<file path="config.mk">
export PLATFORM = sky130hd
export DESIGN_NAME = gclk_store_emu
export DESIGN_NICKNAME = d
export VERILOG_FILES = /design/src/rtl/gce_pkg.sv /design/src/rtl/gce_edge.sv /design/src/rtl/gce_hold.sv /design/src/rtl/gce_qsel.sv /design/src/rtl/gclk_store_emu.sv
export SDC_FILE = /design/constraint.sdc
export NUM_CORES = 1
export LEC_CHECK = 0
export ABC_CLOCK_PERIOD_IN_PS = 1400
export CAP_MARGIN = 10
export CORE_UTILIZATION = 34
export CTS_CLUSTER_SIZE = 24
export DETAILED_ROUTE_END_ITERATION = 12
export HOLD_SLACK_MARGIN = 0.02
export PLACE_DENSITY = 0.82
export SLEW_MARGIN = 0
export SYNTH_ARGS = -nofsm -noshare
export SYNTH_HDL_FRONTEND = slang
export SYNTH_SLANG_ARGS = --single-unit
</file>
<file path="constraint.sdc">
create_clock -name gclk -period 1.4 [get_ports gclk]
set_input_delay 0.35 -clock gclk [delete_from_list [all_inputs] [get_ports gclk]]
set_output_delay 0.35 -clock gclk [all_outputs]
set_load 0.1 [all_outputs]
</file>
<file path="src/rtl/gce_pkg.sv">
package gce_pkg;

  // Emulated storage element variant
  typedef enum logic [1:0] {
    GCE_FLOP      = 2'd0,
    GCE_FLOP_ARST = 2'd1,
    GCE_FLOP_SR   = 2'd2,
    GCE_LATCH     = 2'd3
  } gce_mode_e;

endpackage

</file>
<file path="src/rtl/gce_edge.sv">
// Finds an active design-clock edge by comparing against the previous sample.
module gce_edge #(
  parameter bit CLK_POS = 1'b1
) (
  input  logic gclk,
  input  logic grst_n,
  input  logic dclk,
  output logic edge_o
);

  localparam logic [1:0] ACT_PAIR = CLK_POS ? 2'b01 : 2'b10;

  logic prev_clk;

  // Preloaded with the active level so the first cycle never sees an edge
  always_ff @(posedge gclk or negedge grst_n) begin
    if (!grst_n) prev_clk <= CLK_POS;
    else         prev_clk <= dclk;
  end

  assign edge_o = ({prev_clk, dclk} === ACT_PAIR);

endmodule

</file>
<file path="src/rtl/gce_hold.sv">
// One-global-cycle delay bank; only bits flagged in INIT_MASK get a load value.
module gce_hold #(
  parameter int              WIDTH     = 8,
  parameter logic [WIDTH-1:0] INIT_VAL  = '0,
  parameter logic [WIDTH-1:0] INIT_MASK = '1
) (
  input  logic             gclk,
  input  logic             grst_n,
  input  logic [WIDTH-1:0] din,
  output logic [WIDTH-1:0] dout
);

  for (genvar b = 0; b < WIDTH; b++) begin : g_bit
    if (INIT_MASK[b]) begin : g_init
      always_ff @(posedge gclk or negedge grst_n) begin
        if (!grst_n) dout[b] <= INIT_VAL[b];
        else         dout[b] <= din[b];
      end
    end else begin : g_free
      always_ff @(posedge gclk) begin
        dout[b] <= din[b];
      end
    end
  end

endmodule

</file>
<file path="src/rtl/gce_qsel.sv">
// Next-output selection for the chosen element variant.
module gce_qsel
  import gce_pkg::*;
#(
  parameter gce_mode_e        MODE    = GCE_FLOP,
  parameter int               WIDTH   = 8,
  parameter bit               RST_POS = 1'b1,
  parameter bit               SET_POS = 1'b1,
  parameter bit               CLR_POS = 1'b1,
  parameter bit               EN_POS  = 1'b1,
  parameter logic [WIDTH-1:0] RST_VAL = '0
) (
  input  logic             edge_i,
  input  logic [WIDTH-1:0] past_d,
  input  logic [WIDTH-1:0] past_q,
  input  logic [WIDTH-1:0] d,
  input  logic             en,
  input  logic             arst,
  input  logic [WIDTH-1:0] bit_set,
  input  logic [WIDTH-1:0] bit_clr,
  output logic [WIDTH-1:0] q
);

  logic [WIDTH-1:0] base;
  logic [WIDTH-1:0] set_act;
  logic [WIDTH-1:0] clr_act;
  logic             unused_inputs;

  assign base    = edge_i ? past_d : past_q;
  assign set_act = SET_POS ? bit_set : ~bit_set;
  assign clr_act = CLR_POS ? bit_clr : ~bit_clr;

  if (MODE == GCE_FLOP) begin : g_flop
    assign q = base;
    assign unused_inputs = ^{d, en, arst, set_act, clr_act};
  end else if (MODE == GCE_FLOP_ARST) begin : g_arst
    assign q = (arst == RST_POS) ? RST_VAL : base;
    assign unused_inputs = ^{d, en, set_act, clr_act};
  end else if (MODE == GCE_FLOP_SR) begin : g_sr
    assign q = (base | set_act) & ~clr_act;
    assign unused_inputs = ^{d, en, arst};
  end else begin : g_latch
    assign q = (en == EN_POS) ? d : past_q;
    assign unused_inputs = ^{base, arst, set_act, clr_act};
  end

endmodule

</file>
<file path="src/rtl/gclk_store_emu.sv">
// Storage element emulated on a single global sampling clock.
module gclk_store_emu
  import gce_pkg::*;
#(
  parameter gce_mode_e        MODE      = GCE_FLOP,
  parameter int               WIDTH     = 8,
  parameter bit               CLK_POS   = 1'b1,
  parameter bit               RST_POS   = 1'b1,
  parameter bit               SET_POS   = 1'b1,
  parameter bit               CLR_POS   = 1'b1,
  parameter bit               EN_POS    = 1'b1,
  parameter logic [WIDTH-1:0] RST_VAL   = '0,
  parameter logic [WIDTH-1:0] INIT_VAL  = '0,
  parameter logic [WIDTH-1:0] INIT_MASK = '1
) (
  input  logic             gclk,
  input  logic             grst_n,
  input  logic             dclk,
  input  logic [WIDTH-1:0] d,
  input  logic             en,
  input  logic             arst,
  input  logic [WIDTH-1:0] bit_set,
  input  logic [WIDTH-1:0] bit_clr,
  output logic [WIDTH-1:0] q
);

  localparam bit IS_FLOP = (MODE != GCE_LATCH);

  logic             clk_edge;
  logic [WIDTH-1:0] past_d;
  logic [WIDTH-1:0] past_q;

  if (IS_FLOP) begin : g_flop_path
    gce_edge #(.CLK_POS(CLK_POS)) u_edge (
      .gclk   (gclk),
      .grst_n (grst_n),
      .dclk   (dclk),
      .edge_o (clk_edge)
    );
    gce_hold #(.WIDTH(WIDTH), .INIT_VAL(INIT_VAL), .INIT_MASK(INIT_MASK)) u_dhold (
      .gclk   (gclk),
      .grst_n (grst_n),
      .din    (d),
      .dout   (past_d)
    );
  end else begin : g_latch_path
    logic unused_dclk;
    assign unused_dclk = dclk;
    assign clk_edge    = 1'b0;
    assign past_d      = '0;
  end

  gce_hold #(.WIDTH(WIDTH), .INIT_VAL(INIT_VAL), .INIT_MASK(INIT_MASK)) u_qhold (
    .gclk   (gclk),
    .grst_n (grst_n),
    .din    (q),
    .dout   (past_q)
  );

  gce_qsel #(
    .MODE    (MODE),
    .WIDTH   (WIDTH),
    .RST_POS (RST_POS),
    .SET_POS (SET_POS),
    .CLR_POS (CLR_POS),
    .EN_POS  (EN_POS),
    .RST_VAL (RST_VAL)
  ) u_qsel (
    .edge_i  (clk_edge),
    .past_d  (past_d),
    .past_q  (past_q),
    .d       (d),
    .en      (en),
    .arst    (arst),
    .bit_set (bit_set),
    .bit_clr (bit_clr),
    .q       (q)
  );

endmodule

</file>
Yosys cells after proc, flatten, opt, wreduce, memory -nomap -nowiden
Cells that the tools add are included.
{ "word_totals": {"out_inout_bits": 8, "elab_cells": 19, "ff_bits": 17, "inputBits": 29} }
{ "op_classes": {"eq_ne": 1, "muxes": 1} }
{ "op_table": {"columns": ["op", "count"], "rows": [
  ["2-to-1 mux 8 bit", 1],
  ["=== test 2 x 1 -> 1 bit (second input constant)", 1]
]} }

Longest topological paths before layout
{ "logic_depth": {"ltp_word": 2, "mapped_depth": 3, "ltp_nobuf": 2} }

By module
From an unflattened synthesis, not the netlist that was laid out.
{ "hier_totals": {"cells_unflattened": 27, "area_unflattened_um2": 571.8} }
{ "modules_own_cells": {"columns": ["module", "seq_area_each_um2", "area_each_um2", "cells_per_inst", "instances"], "rows": [
  ["gce_hold", 200.2, 200.2, 8, 2],
  ["gce_qsel", 0.0, 131.4, 9, 1],
  ["gce_edge", 26.3, 40.0, 2, 1]
]} }

Worst setup path before layout
Ideal clock, no wire load.
{ "synth_path": {"kind": "register to output", "startpoint": "reg g_flop_path.u_edge.prev_clk", "endpoint": "out q[0]", "path_stages_with_launch": 4, "setup_slack_ps": -77, "n_path_buf": 1, "required_time_ps": 1050, "arrival_ps": 1127, "cell_sequence": "dfstp_2 > nor2b_4 > buf_6 > mux2_4"} }
{ "synth_between": {"elab_chain_len": 2} }
{ "synth_rtl": {"columns": ["item", "line_no", "source"], "rows": [
  ["start, declared", "gce_edge.sv:13", "logic prev_clk;"],
  ["start signal, assigned", "gce_edge.sv:18", "else prev_clk <= dclk;"],
  ["=== test 2 x 1 -> 1 bit", "gce_edge.sv:21", "assign edge_o = ({prev_clk, dclk} === ACT_PAIR);"],
  ["2-to-1 mux 8 bit", "gce_qsel.sv:29", "assign base = edge_i ? past_d : past_q;"],
  ["end, declared", "gclk_store_emu.sv:24", "output logic [WIDTH-1:0] q"]
]} }
Every way passes these cells.

Worst setup path in the final report
{ "layout_path": {"startpoint": "reg g_flop_path.u_edge.prev_clk", "endpoint": "out q[1]"} }
Same word-level chain as after synthesis.

==> results_dict.tcl <==
set metrics [dict create \
    setup_violations 8 \
    p_per_area_nw_per_um2 1480 \
    fmax_ghz 0.543 \
    ys_types 5 \
    p_leak_nw 0.421 \
    final-hold-violation-count 0 \
    skew_ps 7.11 \
    grt_pass1_wl_microns 1480 \
    synth_top_area_share_pct 70.0 \
    cts_max_level 1 \
    hold_path.class "in -> reg" \
    clkSinkCount 17 \
    cts_tree "yes" \
    num-nets-final 82 \
    insertion_delay_ps 280 \
    slew_headroom_pct 86.4 \
    post-place-cells 62 \
    dp_hpwl_microns 615 \
    port_buffers 18 \
    avgSynthCellArea_sq_um 21.2 \
    rsz0062_at_grt "true" \
    synth_top_area_cell "dfrtp_1" \
    grt.overflow.total 0 \
    syn_inst 27 \
    diodes 0 \
    ys_seq_elements 17 \
    cp_max_fo 3 \
    cp-start-kind "flop" \
    path_clk_slew_ps 90 \
    drt_iter0_drc 2 \
    numCtsBuffers 3 \
    syn_nets 56 \
    io_pins 37 \
    row_count 14 \
    status "finished with violations" \
    antenna_found_initial 0 \
    endpoint_kind "primary output" \
    chipHeight_microns 43.0 \
    drive_gt1_share_pct 50.0 \
    wl_per_cell_microns 12.4 \
    die-area_sq_um 1850 \
    fp.coreArea_sq_um 1540 \
    fin_ws_ps -441 \
    drc 0 \
    maxCapViolations 0 \
    routed-via-count 288 \
    finalNonFillerCells 68 \
    hold_ws_ps 324 \
    vdd_drop_max_v 0.000750 \
    area_growth_pct 58.9 \
    nFillCells 124 \
    min_period_ps 1840 \
    grt_max_degree 18 \
    arrival_ps 1490 \
    dr.pass1.iters 2 \
    slew_viol_final 0 \
    r2r_cells 3 \
    tns_ps -3470 \
    utilization_pct 58.9 \
    yosys_warnings 0 \
    gp_congestion 0.665 \
    initial_core_util_pct 37.1 \
    holdBufCountCts 0 \
    clock-root-buffer "clkbuf_4" \
    vias_per_cell 4.24 \
    layout_worst_path_cycle_share_pct 132 \
    yosysSeqAreaShare_pct 74.6 \
    worst_pin_slew_ps 203 \
    die_x_microns 43.0 \
    min_path_cells 1 \
    cp.required_ps 1050 \
    violations "negative setup slack" \
    grt_pass1_vias 334 \
    wl_microns 846 \
    clockBufferDepth 2 \
    synth_area_sq_um 572 \
    grt_util_all_layers_pct 11.5 \
    synthTopCellsByArea "dfrtp_1, mux2_4, dfstp_2" \
    worstSetupPathType "reg -> out" \
    ant_nets 0 \
]
==> sequential cells by signal, summed over array words and instances, names as in the netlist <==
signal / count
g_flop_path.u_dhold.dout: 8
g_flop_path.u_edge.prev_clk: 1
u_qhold.dout: 8
==> layout by cell type (no fill, tap or decap) <==
cell | synthesis | layout
dlygate4sd2_1 | 0 | 1
buf_6 | 1 | 3
clkinv_2 | 0 | 1
mux2_4 | 8 | 8
buf_12 | 0 | 8
clkdlybuf4s50_1 | 0 | 9
nor2b_4 | 1 | 1
clkbuf_4 | 0 | 3
buf_4 | 0 | 1
dfrtp_1 | 16 | 16
dfstp_2 | 1 | 1
==> repair_timing <==
| item | 4_1_cts | 5_1_grt |
|---|---|---|
| resized for setup | 4 | 0 |
| setup endpoints to repair | 8 | 8 |
| cloned | 0 | 0 |
| pin swaps | 0 | 0 |
| buffers inserted | 3 | 0 |
==> final cells by class <==
class | count | area [sq um] | share of cell area [%]
Timing Repair Buffer | 22 | 300 | 33.1
Sequential cell | 17 | 427 | 47.0
Tap cell | 16 | 20.0 | 2.20
Multi-Input combinational cell | 9 | 134 | 14.7
Clock inverter | 1 | 5.00 | 0.551
Clock buffer | 3 | 22.5 | 2.48
==> power breakdown <==
part | total [W] | switching (W) | internal, W
Sequential | 0.000553 | 0.0000140 | 0.000538
Combinational | 0.000549 | 0.000331 | 0.000218
Clock | 0.000244 | 0.000138 | 0.000106
Total | 0.00135 | 0.000484 | 0.000862
==> path summary, 6_finish.rpt <==
kind	startpoint	to	slack, ps
min in group asynchronous	grst_n	u_qhold.dout[2]	390
worst min register to register	g_flop_path.u_dhold.dout[7]	u_qhold.dout[7]	520
max in group asynchronous	grst_n	g_flop_path.u_edge.prev_clk	750
worst max register to register	g_flop_path.u_edge.prev_clk	u_qhold.dout[4]	240
worst max-delay path	g_flop_path.u_edge.prev_clk	q[1]	-440
worst min-delay path	dclk	g_flop_path.u_edge.prev_clk	320
==> critical path: stages (launching register included) <==
cell and delay [ps]:
dfstp_2 560, nor2b_4 50, buf_6 120, mux2_4 320
buf_12 170
==> synthesized netlist by cell type, drive strengths merged <==
cell,number
dfstp,1
mux2,8
nor2b,1
buf,1
dfrtp,16
==> routing by layer <==
layer / vias to the layer above / GRT usage (%) / part of all wire, %
met4: 0 / 9.09 / 0
li1: 138 / - / -
met3: 0 / 3.40 / 5.6
met5: - / 0 / 0
met1: 142 / 14.6 / 42
met2: 8 / 16.1 / 52
==> metrics by stage <==
stage	instance area, sq um	total power [W]	setup WS, ps
finish	908	0.00135	-441
global route	908	0.00141	-499
CTS	908	0.00137	-456
detailed placement	868	0.00111	-592
global placement	868	0.00111	-568
floorplan	572	0.000900	-76.6
==> kinds of logic (layout without fill, tap and decap cells) <==
kind of cell,count (synthesis),in the layout,share of synthesized area [%]
multiplexers,8,8,21.0
flip-flops,17,17,74.6
buffers and inverters,1,26,1.97
AND/OR/NAND/NOR,1,1,2.41
Note: power is estimated with default switching activity, not from simulation.
